--- config.mk ---
export PLATFORM = sky130hd
export DESIGN_NAME = rx_sample_cond
export DESIGN_NICKNAME = d
export VERILOG_FILES = /design/src/rtl/rxc_pkg.sv /design/src/rtl/rxc_hold_track.sv /design/src/rtl/rxc_conceal.sv /design/src/rtl/rxc_trunc.sv /design/src/rtl/rx_sample_cond.sv
export SDC_FILE = /design/constraint.sdc
export NUM_CORES = 1
export LEC_CHECK = 0
export ABC_AREA = 1
export BUFFER_PORTS_ARGS = -buffer_cell sky130_fd_sc_hd__buf_2
export CAP_MARGIN = 20
export CORE_MARGIN = 2
export CORE_UTILIZATION = 50
export DETAILED_ROUTE_END_ITERATION = 7
export PLACE_DENSITY_LB_ADDON = 0.3
export SLEW_MARGIN = 20
export SYNTH_ARGS = -nofsm -noshare
export SYNTH_HDL_FRONTEND = slang
export SYNTH_HIERARCHICAL = 1
export SYNTH_SLANG_ARGS = --single-unit
--- constraint.sdc ---
create_clock -name clk -period 3.4 [get_ports clk]
set_input_delay 0.51 -clock clk [delete_from_list [all_inputs] [get_ports clk]]
set_output_delay 0.51 -clock clk [all_outputs]
set_load 0.02 [all_outputs]
--- src/rtl/rxc_pkg.sv ---
package rxc_pkg;

    localparam int SAMPLE_W = 24;
    localparam int AUX_W    = 4;
    localparam int MAX_CUT  = 8;

    typedef enum logic [1:0] {
        POL_HOLD     = 2'b00,
        POL_ZERO     = 2'b01,
        POL_PASS     = 2'b10,
        POL_PASS_ALT = 2'b11
    } hold_policy_e;

    typedef enum logic {
        ST_LIVE    = 1'b0,
        ST_CONCEAL = 1'b1
    } track_state_e;

endpackage

--- src/rtl/rxc_hold_track.sv ---
module rxc_hold_track
    import rxc_pkg::*;
#(
    parameter int DATA_W = SAMPLE_W
) (
    input  logic              clk,
    input  logic              rst_n,
    input  logic              smp_valid,
    input  logic              smp_err,
    input  logic              smp_raw,
    input  logic [DATA_W-1:0] smp_data,
    output logic [DATA_W-1:0] hold_data,
    output track_state_e      track_state
);

    track_state_e state_q, state_d;
    logic         clean_smp;
    logic         bad_smp;

    assign clean_smp = smp_valid && !smp_err;
    assign bad_smp   = smp_valid && smp_err && !smp_raw;

    // state register
    always_ff @(posedge clk) begin
        if (!rst_n) begin
            state_q <= ST_LIVE;
        end else begin
            state_q <= state_d;
        end
    end

    // transitions
    always_comb begin
        state_d = state_q;
        unique case (state_q)
            ST_LIVE: begin
                if (bad_smp) state_d = ST_CONCEAL;       // LIVE_TO_CONCEAL
            end
            ST_CONCEAL: begin
                if (clean_smp) state_d = ST_LIVE;        // CONCEAL_TO_LIVE
            end
            default: state_d = ST_LIVE;
        endcase
    end

    // last clean sample, written in either state
    always_ff @(posedge clk) begin
        if (!rst_n) begin
            hold_data <= '0;
        end else if (clean_smp) begin
            hold_data <= smp_data;
        end
    end

    assign track_state = state_q;


    hold_capture_chk: assert property (@(posedge clk) disable iff (!rst_n)
        (smp_valid && !smp_err) |=> (hold_data == $past(smp_data)));


    hold_freeze_chk: assert property (@(posedge clk) disable iff (!rst_n)
        !(smp_valid && !smp_err) |=> $stable(hold_data));

endmodule

--- src/rtl/rxc_conceal.sv ---
module rxc_conceal
    import rxc_pkg::*;
#(
    parameter int DATA_W = SAMPLE_W
) (
    input  logic              smp_err,
    input  logic              smp_raw,
    input  hold_policy_e      policy,
    input  logic [DATA_W-1:0] smp_data,
    input  logic [DATA_W-1:0] hold_data,
    output logic [DATA_W-1:0] fixed_data
);

    always_comb begin
        fixed_data = smp_data;
        if (smp_err && !smp_raw) begin
            unique case (policy)
                POL_HOLD:     fixed_data = hold_data;
                POL_ZERO:     fixed_data = '0;
                POL_PASS:     fixed_data = smp_data;
                POL_PASS_ALT: fixed_data = smp_data;
                default:      fixed_data = smp_data;
            endcase
        end
    end

endmodule

--- src/rtl/rxc_trunc.sv ---
module rxc_trunc
    import rxc_pkg::*;
#(
    parameter int DATA_W = SAMPLE_W,
    parameter int CODE_W = AUX_W,
    parameter int CUT_MAX = MAX_CUT
) (
    input  logic              apply,
    input  logic [CODE_W-1:0] cut_code,
    input  logic [DATA_W-1:0] din,
    output logic [DATA_W-1:0] dout
);

    localparam logic [CODE_W-1:0] CUT_LIMIT = CODE_W'(CUT_MAX);

    logic [CODE_W-1:0] cut_sat;
    logic [DATA_W-1:0] keep;

    assign cut_sat = (cut_code > CUT_LIMIT) ? CUT_LIMIT : cut_code;

    for (genvar i = 0; i < DATA_W; i++) begin : g_keep
        assign keep[i] = !apply || (i >= int'(cut_sat));
    end

    assign dout = din & keep;

endmodule

--- src/rtl/rx_sample_cond.sv ---
module rx_sample_cond
    import rxc_pkg::*;
#(
    parameter int DATA_W  = SAMPLE_W,
    parameter int CODE_W  = AUX_W,
    parameter int CUT_MAX = MAX_CUT
) (
    input  logic              clk,
    input  logic              rst_n,
    input  logic              in_valid,
    input  logic [DATA_W-1:0] in_sample,
    input  logic              err_parity,
    input  logic              err_biphase,
    input  logic              err_confidence,
    input  logic              raw_mode,
    input  logic              non_audio,
    input  logic [CODE_W-1:0] aux_len,
    input  logic [1:0]        hold_policy,
    input  logic              trunc_en,
    output logic              out_valid,
    output logic [DATA_W-1:0] out_sample
);

    logic              any_err;
    logic              do_trunc;
    logic [DATA_W-1:0] hold_q;
    logic [DATA_W-1:0] concealed;
    logic [DATA_W-1:0] shaped;
    track_state_e      trk_state;
    hold_policy_e      pol;

    assign any_err  = err_parity || err_biphase || err_confidence;
    assign do_trunc = trunc_en && !non_audio && !raw_mode;
    assign pol      = hold_policy_e'(hold_policy);

    rxc_hold_track #(.DATA_W(DATA_W)) u_track (
        .clk         (clk),
        .rst_n       (rst_n),
        .smp_valid   (in_valid),
        .smp_err     (any_err),
        .smp_raw     (raw_mode),
        .smp_data    (in_sample),
        .hold_data   (hold_q),
        .track_state (trk_state)
    );

    rxc_conceal #(.DATA_W(DATA_W)) u_conceal (
        .smp_err    (any_err),
        .smp_raw    (raw_mode),
        .policy     (pol),
        .smp_data   (in_sample),
        .hold_data  (hold_q),
        .fixed_data (concealed)
    );

    rxc_trunc #(.DATA_W(DATA_W), .CODE_W(CODE_W), .CUT_MAX(CUT_MAX)) u_trunc (
        .apply    (do_trunc),
        .cut_code (aux_len),
        .din      (concealed),
        .dout     (shaped)
    );

    always_ff @(posedge clk) begin
        if (!rst_n) begin
            out_valid  <= 1'b0;
            out_sample <= '0;
        end else begin
            out_valid <= in_valid;
            if (in_valid) out_sample <= shaped;
        end
    end


    valid_lat_chk: assert property (@(posedge clk) disable iff (!rst_n)
        in_valid |=> out_valid);


    valid_quiet_chk: assert property (@(posedge clk) disable iff (!rst_n)
        !in_valid |=> !out_valid);


    zero_on_err_chk: assert property (@(posedge clk) disable iff (!rst_n)
        (in_valid && any_err && !raw_mode && hold_policy == 2'b01) |=> (out_sample == '0));


    raw_pass_chk: assert property (@(posedge clk) disable iff (!rst_n)
        (in_valid && raw_mode) |=> (out_sample == $past(in_sample)));


    min_len_chk: assert property (@(posedge clk) disable iff (!rst_n)
        (in_valid && do_trunc && aux_len >= CODE_W'(CUT_MAX)) |=> (out_sample[CUT_MAX-1:0] == '0));


    idle_stable_chk: assert property (@(posedge clk) disable iff (!rst_n)
        !in_valid |=> $stable(out_sample));


    conceal_state_chk: assert property (@(posedge clk) disable iff (!rst_n)
        (in_valid && any_err && !raw_mode) |=> (trk_state == ST_CONCEAL));

endmodule

==> impl_metrics.json, run 1 <==
{
  "dieArea_um2": 5990,
  "reg2reg_to": "out_sample[6]",
  "tns_ps": 0,
  "crit_type": "in -> reg",
  "worstPathArrival_ps": 2010,
  "cts-hold-fix-buffers": 0,
  "num_io_pins": 64,
  "grt_max_degree": 50,
  "crit_start": "err_biphase",
  "switching_share_pct": 27.6,
  "post-cts-setup-buffers": 0,
  "powerDensity_nw_per_um2": 429,
  "whs_endpoint": "out_sample[10]",
  "critPathTopFamily": "simple AND/OR/NAND/NOR gates",
  "drive_above_1_share_pct": 18.2,
  "reg2reg_depth": 8,
  "cp_num_buf_inv": 3,
  "p_leak_nw": 1.69,
  "overflow": 0,
  "cpMaxStageDelayCell": "nor2_4",
  "cp-start-kind": "primary input",
  "syn_area_per_cell_um2": 6.03,
  "cpPeakStageDelay_ps": 460,
  "skew_ps": 1.35,
  "total_power_mw": 1.28,
  "start_util_pct": 52.4,
  "period_share_pct": 52.0,
  "switchingPower_mw": 0.353,
  "cp_data_required_time_ps": 3640,
  "hp-start": "out_sample[10]",
  "cts_root_buf": "clkbuf_8",
  "seqPwrFrac_pct": 48.5,
  "p_comb_share_pct": 17.9,
  "grt_pass1_wl_um": 10400,
  "drc": 0,
  "place_congestion": 0.900,
  "min_path_type": "reg -> reg",
  "final-hold-violation-count": 0,
  "drt_pass1_iterations": 5,
  "syn-num-nets": 485,
  "cts_resized": 0,
  "setup_viol": 0,
  "postPlaceCellArea_um2": 2860,
  "drv_cap": 0,
  "path_clk_slew_ps": 90,
  "cts_buffers": 5,
  "clockBufferDepth": 2,
  "status": "complete, no violations",
  "wl_per_cell_um": 10.9,
  "synth.cell_area_um2": 2690,
  "relSlewSlack_pct": 41.9,
  "grt_pass1_vias": 2372,
  "fin_ws_ps": 1630,
  "clock_sinks": 49,
  "diodes": 0,
  "drt-initial-drc-count": 154,
  "crit_chain": "buf_2 > nor2_1 > nand2_1 > inv_2 > nor2_4 > nand3_1 > nand2_1 > nand2_1 > nor2_1 > inv_1 > nand2_1 > nand2_1 > nor2_1",
  "p_int_mw": 0.923,
  "flow.area_growth_from_synthesis_pct": 10.6,
  "slew_viol_final": 0,
  "pre_cts_ws_ps": 1350,
  "final_antenna_net_count": 0,
  "crit_top_cell": "nand2_1",
  "fin_crit_ps": 1770,
  "wirelength_um": 6000,
  "die_w_um": 77.4,
  "fin_nets": 517,
  "whs_path_depth": 2,
  "vdd_ir_drop_max_mv": 0.166,
  "htree_levels": 2,
  "grtUsageTotal_pct": 21.2,
  "rsz0062_at_grt": "false",
  "fmax_mhz": 565,
  "worst_r2r_startpoint": "u_track/hold_data[6]",
  "rrSetupSlack_ps": 2380,
  "synthesis.instances": 446,
  "tightest_slew_ps": 872,
  "io_buffers": 63,
  "endpoint_kind": "flop",
  "vias": 2527,
  "fill_cells": 549,
  "fin_area_um2": 2980,
  "worstPathMaxFanout": 24,
  "p_clk_share_pct": 33.6,
  "routed_via_density": 4.60,
  "rows": 26,
  "cts_tree": "built",
  "ys_warn_count": 6,
  "core-area_um2": 5140,
  "die_h_um": 77.4,
  "hpwl_um": 3870,
  "grt_antenna_before_repair": 0,
  "clock_latency_ps": 300
}
-- worst max path at each step --
stage | endpoint | cells after the start
final | out_sample[6] | 13
after detailed placement | out_sample[6] | 13
after CTS | out_sample[6] | 13
after global routing | out_sample[6] | 13
after global placement | out_sample[6] | 13
after floorplan | out_sample[7] | 11
-- metrics by stage --
step                utilization [%]  std cells  hold slack (ps)
detailed placement             55.6        541              461
global route                   57.9        549              506
floorplan                         -        446              455
global placement               55.6        541              450
finish                         57.9        549              470
CTS                            57.9        549              473
-- layout make-up --
cell class,count,area [µm²],share of cell area (%)
Multi-Input combinational cell,296,1230,41.4
Sequential cell,49,981,33.0
Timing Repair Buffer,65,330,11.1
Inverter,61,229,7.70
Tap cell,70,87.6,2.94
Clock buffer,7,86.3,2.90
Clock inverter,1,30.0,1.01
-- flip-flops by register name, summed over array words and instances, names as in the netlist --
register           flops
out_valid              1
out_sample            24
u_track/hold_data     24
-- power groups by stage --
stage / registers, mW / clock network [mW] / logic [mW]
after detailed placement: 0.632 / 0 / 0.228
after CTS: 0.619 / 0.438 / 0.229
after global routing: 0.623 / 0.460 / 0.262
after floorplan: 0.656 / 0 / 0.151
after global placement: 0.631 / 0 / 0.225
final: 0.618 / 0.429 / 0.229
-- layer usage --
| layer | vias up | global-route usage (%) | part of all wire (%) |
|---|---|---|---|
| met1 | 1073 | 29.0 | 49 |
| met4 | 0 | 6.79 | 1.2 |
| met2 | 84 | 33.7 | 44 |
| met5 | - | 0 | 0 |
| met3 | 8 | 4.30 | 5.9 |
| li1 | 1362 | - | - |
-- tightest hold or removal path: stages, from the launching register on --
cell and delay, ps:
dfxtp_1 310, nor2_1 80, nor2_1 50
-- layout by cell type (no fill, tap or decap) --
| cell | instances |
|---|---|
| nor3_2 | 1 |
| nor2_1 | 107 |
| inv_2 | 5 |
| clkbuf_1 | 1 |
| nor2_4 | 3 |
| a21oi_2 | 1 |
| nor3b_1 | 1 |
| bufinv_16 | 1 |
| nor2_2 | 3 |
| nand3_1 | 48 |
| buf_2 | 63 |
| inv_1 | 56 |
| a21boi_1 | 1 |
| clkbuf_8 | 6 |
| nand3_2 | 1 |
| dfxtp_1 | 49 |
| nand2_1 | 127 |
| buf_4 | 2 |
| o21ai_1 | 2 |
| nand2_2 | 1 |
Note: power is estimated with default switching activity, not from simulation.
==> inputs of run 2 (changes only) <==
Clock period 3.4 ns to 1.67 ns, I/O delays scaled along.
==> run 2 against run 1 <==
Net effect:
- clock skew grew 6.6 ps
- largest cell class unchanged
- largest power group unchanged
- register-to-register slack lost 1700 ps
- flip-flop and latch count is the same
==> impl_metrics.json, run 2 (same netlist as run 1, synthesis figures left out) <==
{
  "endpoint_kind": "flop",
  "fin_ws_ps": 530,
  "p_clk_share_pct": 36.2,
  "cts-hold-fix-buffers": 0,
  "cts_root_buf": "clkbuf_8",
  "worstPathArrival_ps": 1390,
  "setup_viol": 0,
  "final-hold-violation-count": 0,
  "crit_chain": "buf_2 > nor2_1 > nand2_1 > inv_2 > nor2_4 > buf_4 > nand3_1 > nand2_1 > inv_1 > nand2_1 > nand2_1 > nor2_1",
  "vias": 2543,
  "io_buffers": 63,
  "routed_via_density": 4.56,
  "postPlaceCellArea_um2": 2960,
  "layout.cells.most_common": "nand2_1",
  "clock_latency_ps": 300,
  "drc": 0,
  "p_leak_nw": 1.75,
  "p_int_mw": 2.01,
  "fin_crit_ps": 1140,
  "status": "complete, no violations",
  "fin_util_pct": 60.3,
  "top_regs": "out_sample x24, u_track/hold_data x24, out_valid x1",
  "cp-start-kind": "primary input",
  "hpwl_um": 4200,
  "num_io_pins": 64,
  "grt_pass1_wl_um": 10300,
  "drt-initial-drc-count": 159,
  "diodes": 0,
  "p_comb_share_pct": 17.9,
  "grtUsageTotal_pct": 21.4,
  "flow.area_growth_from_synthesis_pct": 15.1,
  "reg2reg_depth": 8,
  "post-cts-setup-buffers": 0,
  "cpPeakStageDelay_ps": 250,
  "layout_common_cells": "nand2_1 (127), nor2_1 (107), buf_2 (63)",
  "cts_resized": 0,
  "path_clk_slew_ps": 90,
  "final_antenna_net_count": 0,
  "whs_ps": 257,
  "clockBufferDepth": 2,
  "drive_above_1_share_pct": 19.9,
  "wirelength_um": 6130,
  "total_power_mw": 2.75,
  "fin_area_um2": 3100,
  "pre_cts_ws_ps": 216,
  "die_h_um": 77.4,
  "period_share_pct": 68.3,
  "cpMaxStageDelayCell": "nor2_4",
  "htree_levels": 2,
  "wl_per_cell_um": 11.0,
  "grt_max_degree": 50,
  "place_congestion": 0.920,
  "powerDensity_nw_per_um2": 886,
  "tightest_slew_ps": 442,
  "fmax_mhz": 877,
  "rows": 26,
  "grt_antenna_before_repair": 0,
  "tns_ps": 0,
  "cts_buffers": 5,
  "cp_data_required_time_ps": 1920,
  "dieArea_um2": 5990,
  "overflow": 0,
  "start_util_pct": 52.4,
  "grt_pass1_vias": 2248,
  "switching_share_pct": 26.9,
  "slew_viol_final": 0,
  "finalNonFillerCells": 558,
  "fin_nets": 526,
  "placed_cells": 550,
  "whs_path_depth": 5,
  "cts_tree": "built",
  "rsz0062_at_grt": "false",
  "worstPathMaxFanout": 13,
  "core-area_um2": 5140,
  "skew_ps": 7.99,
  "seqPwrFrac_pct": 45.9,
  "die_w_um": 77.4,
  "crit_type": "in -> reg",
  "relSlewSlack_pct": 70.5,
  "crit_top_cell": "nand2_1",
  "clock_sinks": 49,
  "switchingPower_mw": 0.739,
  "vdd_ir_drop_max_mv": 0.397,
  "drv_cap": 0,
  "drt_pass1_iterations": 4,
  "min_path_type": "in -> reg"
}
## run 2: changes by cell type in the layout (fill, tap and decap cells not counted), sizes merged
cell / delta
clkbuf: -2
clkinv: +1
bufinv: +1
buf: +9
## run 2: power by group through the flow
stage	registers, mW	clock network, mW	logic (mW)
2_1_floorplan	1.33	0	0.308
3_3_place_gp	1.29	0	0.481
3_5_place_dp	1.29	0	0.488
4_1_cts	1.26	1.02	0.492
5_1_grt	1.27	1.07	0.551
6_report	1.26	0.995	0.490
## run 2: area by class of cell
type                            count  area (µm²)
Clock inverter                      3        65.1
Sequential cell                    49         981
Tap cell                           70        87.6
Timing Repair Buffer               74         435
Fill cell                         533        2040
Inverter                           61         229
Multi-Input combinational cell    296        1230
Clock buffer                        5        68.8
## run 2: final timing paths
path / slack (ps) / startpoint / to
min: 260 / in_sample[5] / u_track/hold_data[5]
max reg2reg: 710 / u_track/hold_data[6] / out_sample[6]
max: 530 / err_parity / out_sample[17]
min reg2reg: 470 / out_sample[19] / out_sample[19]
## run 2: routing by layer
layer | wire length, µm | up-vias | global-route usage (%)
met5 | 0 | - | 0
met4 | 161 | 0 | 9.82
met3 | 384 | 13 | 4.77
met2 | 2550 | 84 | 29.5
met1 | 3030 | 1064 | 31.6
li1 | - | 1382 | -
## run 2: worst max-delay path, delay by kind of cell
| kind | cells | cell delay [ps] |
|---|---|---|
| simple gates | 8 | 720 |
| buf+inv | 4 | 420 |
==> inputs of run 3 (changes only) <==
Clock period 1.67 ns to 1.05 ns, I/O delays scaled along.
==> run 3 against run 2 <==
Net effect:
- combinational power increased by 70%
- utilization is 3.1 points higher
- worst hold slack worse by 98 ps
- critical path depth down 11
- setup slack got worse by 480 ps
==> impl_metrics.json, run 3 (same netlist as run 1, synthesis figures left out) <==
{
  "grt_pass1_wl_um": 10300,
  "htree_levels": 2,
  "fin_crit_ps": 998,
  "rows": 26,
  "min_path_type": "in -> reg",
  "crit_type": "reg -> out",
  "p_comb_share_pct": 19.5,
  "clock_sinks": 49,
  "fill_cells": 518,
  "grt_antenna_before_repair": 0,
  "cp-start-kind": "flop",
  "wirelength_um": 6030,
  "post-cts-setup-buffers": 0,
  "powerDensity_nw_per_um2": 1310,
  "wl_per_cell_um": 10.7,
  "drive_above_1_share_pct": 24.5,
  "num_io_pins": 64,
  "grt_pass1_vias": 2285,
  "fin_area_um2": 3260,
  "relSlewSlack_pct": 85.4,
  "rrSetupSlack_ps": 110,
  "seqPwrFrac_pct": 47.2,
  "drt_pass1_iterations": 4,
  "clock_latency_ps": 310,
  "fin_nets": 532,
  "flow.area_growth_from_synthesis_pct": 21.1,
  "layout_common_cells": "nand2_1 (126), nor2_1 (106), buf_2 (63)",
  "fmax_mhz": 1000,
  "final_antenna_net_count": 0,
  "rsz0062_at_grt": "true",
  "postPlaceCellArea_um2": 3120,
  "vdd_ir_drop_max_mv": 0.614,
  "die_h_um": 77.4,
  "cpPeakStageDelay_ps": 360,
  "critPathTopFamily": "flip-flops",
  "switchingPower_mw": 1.20,
  "routed_via_density": 4.63,
  "hpwl_um": 4260,
  "cts_buffers": 5,
  "cts_tree": "built",
  "total_power_mw": 4.26,
  "status": "complete, no violations",
  "final-hold-violation-count": 0,
  "vias": 2609,
  "die_w_um": 77.4,
  "grt_max_degree": 50,
  "drt-initial-drc-count": 152,
  "cp_num_buf_inv": 1,
  "grtUsageTotal_pct": 20.9,
  "tightest_slew_ps": 219,
  "io_buffers": 63,
  "cts_root_buf": "clkbuf_8",
  "p_clk_share_pct": 33.3,
  "layout.cells.most_common": "nand2_1",
  "skew_ps": 9.73,
  "dieArea_um2": 5990,
  "diodes": 0,
  "core-area_um2": 5140,
  "slew_viol_final": 0,
  "setup_viol": 0,
  "p_leak_nw": 1.80,
  "drv_cap": 0,
  "period_share_pct": 95.0,
  "worstPathArrival_ps": 840,
  "crit_chain": "buf_2",
  "cpMaxStageDelayCell": "dfxtp_1",
  "overflow": 0,
  "clockBufferDepth": 2,
  "endpoint_kind": "output pin",
  "drc": 0,
  "path_clk_slew_ps": 100,
  "p_int_mw": 3.06,
  "top_regs": "out_sample x24, u_track/hold_data x24, out_valid x1",
  "worstPathMaxFanout": 2,
  "place_congestion": 0.826,
  "start_util_pct": 52.4,
  "cp_data_required_time_ps": 890,
  "switching_share_pct": 28.2
}
[run 3: cell count changes in the layout (fill, tap and decap cells not counted), moves of 2 or more]
cell	delta
nand3_2	+12
buf_6	+2
buf_12	+3
nand3_1	-12
[run 3: area by class of cell]
cell class                 instances  area, µm²  area share, %
clock buffer                       6       82.6           2.53
multi-input combinational        297       1320           40.6
sequential                        49        982           30.1
tap                               70       87.6           2.69
clock inverter                     2       37.5           1.15
timing repair buffer              79        518           15.9
inverter                          61        229           7.03
[run 3: worst paths after layout]
check,to,depth (start not counted),from
worst min register to register,out_sample[5],2,out_sample[5]
worst max register to register,out_sample[2],8,u_track/hold_data[2]
worst max-delay path,out_sample[23],1,out_sample[23]
worst min-delay path,u_track/hold_data[4],5,in_sample[4]
[run 3: power groups by stage]
stage               Combinational [mW]  Sequential [mW]  Clock (mW)
floorplan                        0.516             2.13           0
global placement                 0.814             2.05           0
detailed placement               0.824             2.05           0
CTS                              0.827             2.01        1.45
global route                     0.935             2.02        1.51
finish                           0.831             2.01        1.42
[run 3: worst reg2reg max path: cells and delay by family (launching register included)]
kind	cells	cell delay, ps
and+or+nand+nor	6	420
buffers and inverters	1	40
AOI/OAI and AO/OA	1	70
DFF	1	350
[run 3: repair_timing]
action,CTS,global route
resized for setup,0,3
setup endpoints to repair,0,21
hold buffers,0,0
[run 3: stage by stage]
stage	setup WS, ps	utilization [%]	hold WS (ps)	std cells	setup TNS (ps)
finish	52.1	63.4	160	564	0
global route	-19.8	63.4	186	564	-19.8
CTS	31.8	63.1	159	563	0
detailed placement	-281	60.8	459	555	-6820
global placement	-249	60.8	451	555	-5920
floorplan	-55.2	-	364	446	-311
[run 3: routing by layer]
metal / vias to the layer above / wire length [µm] / track usage (%)
met3: 6 / 249 / 3.72
met5: - / 0 / 0
li1: 1398 / - / -
met2: 48 / 2810 / 34.1
met4: 0 / 69 / 5.89
met1: 1157 / 2910 / 28.4
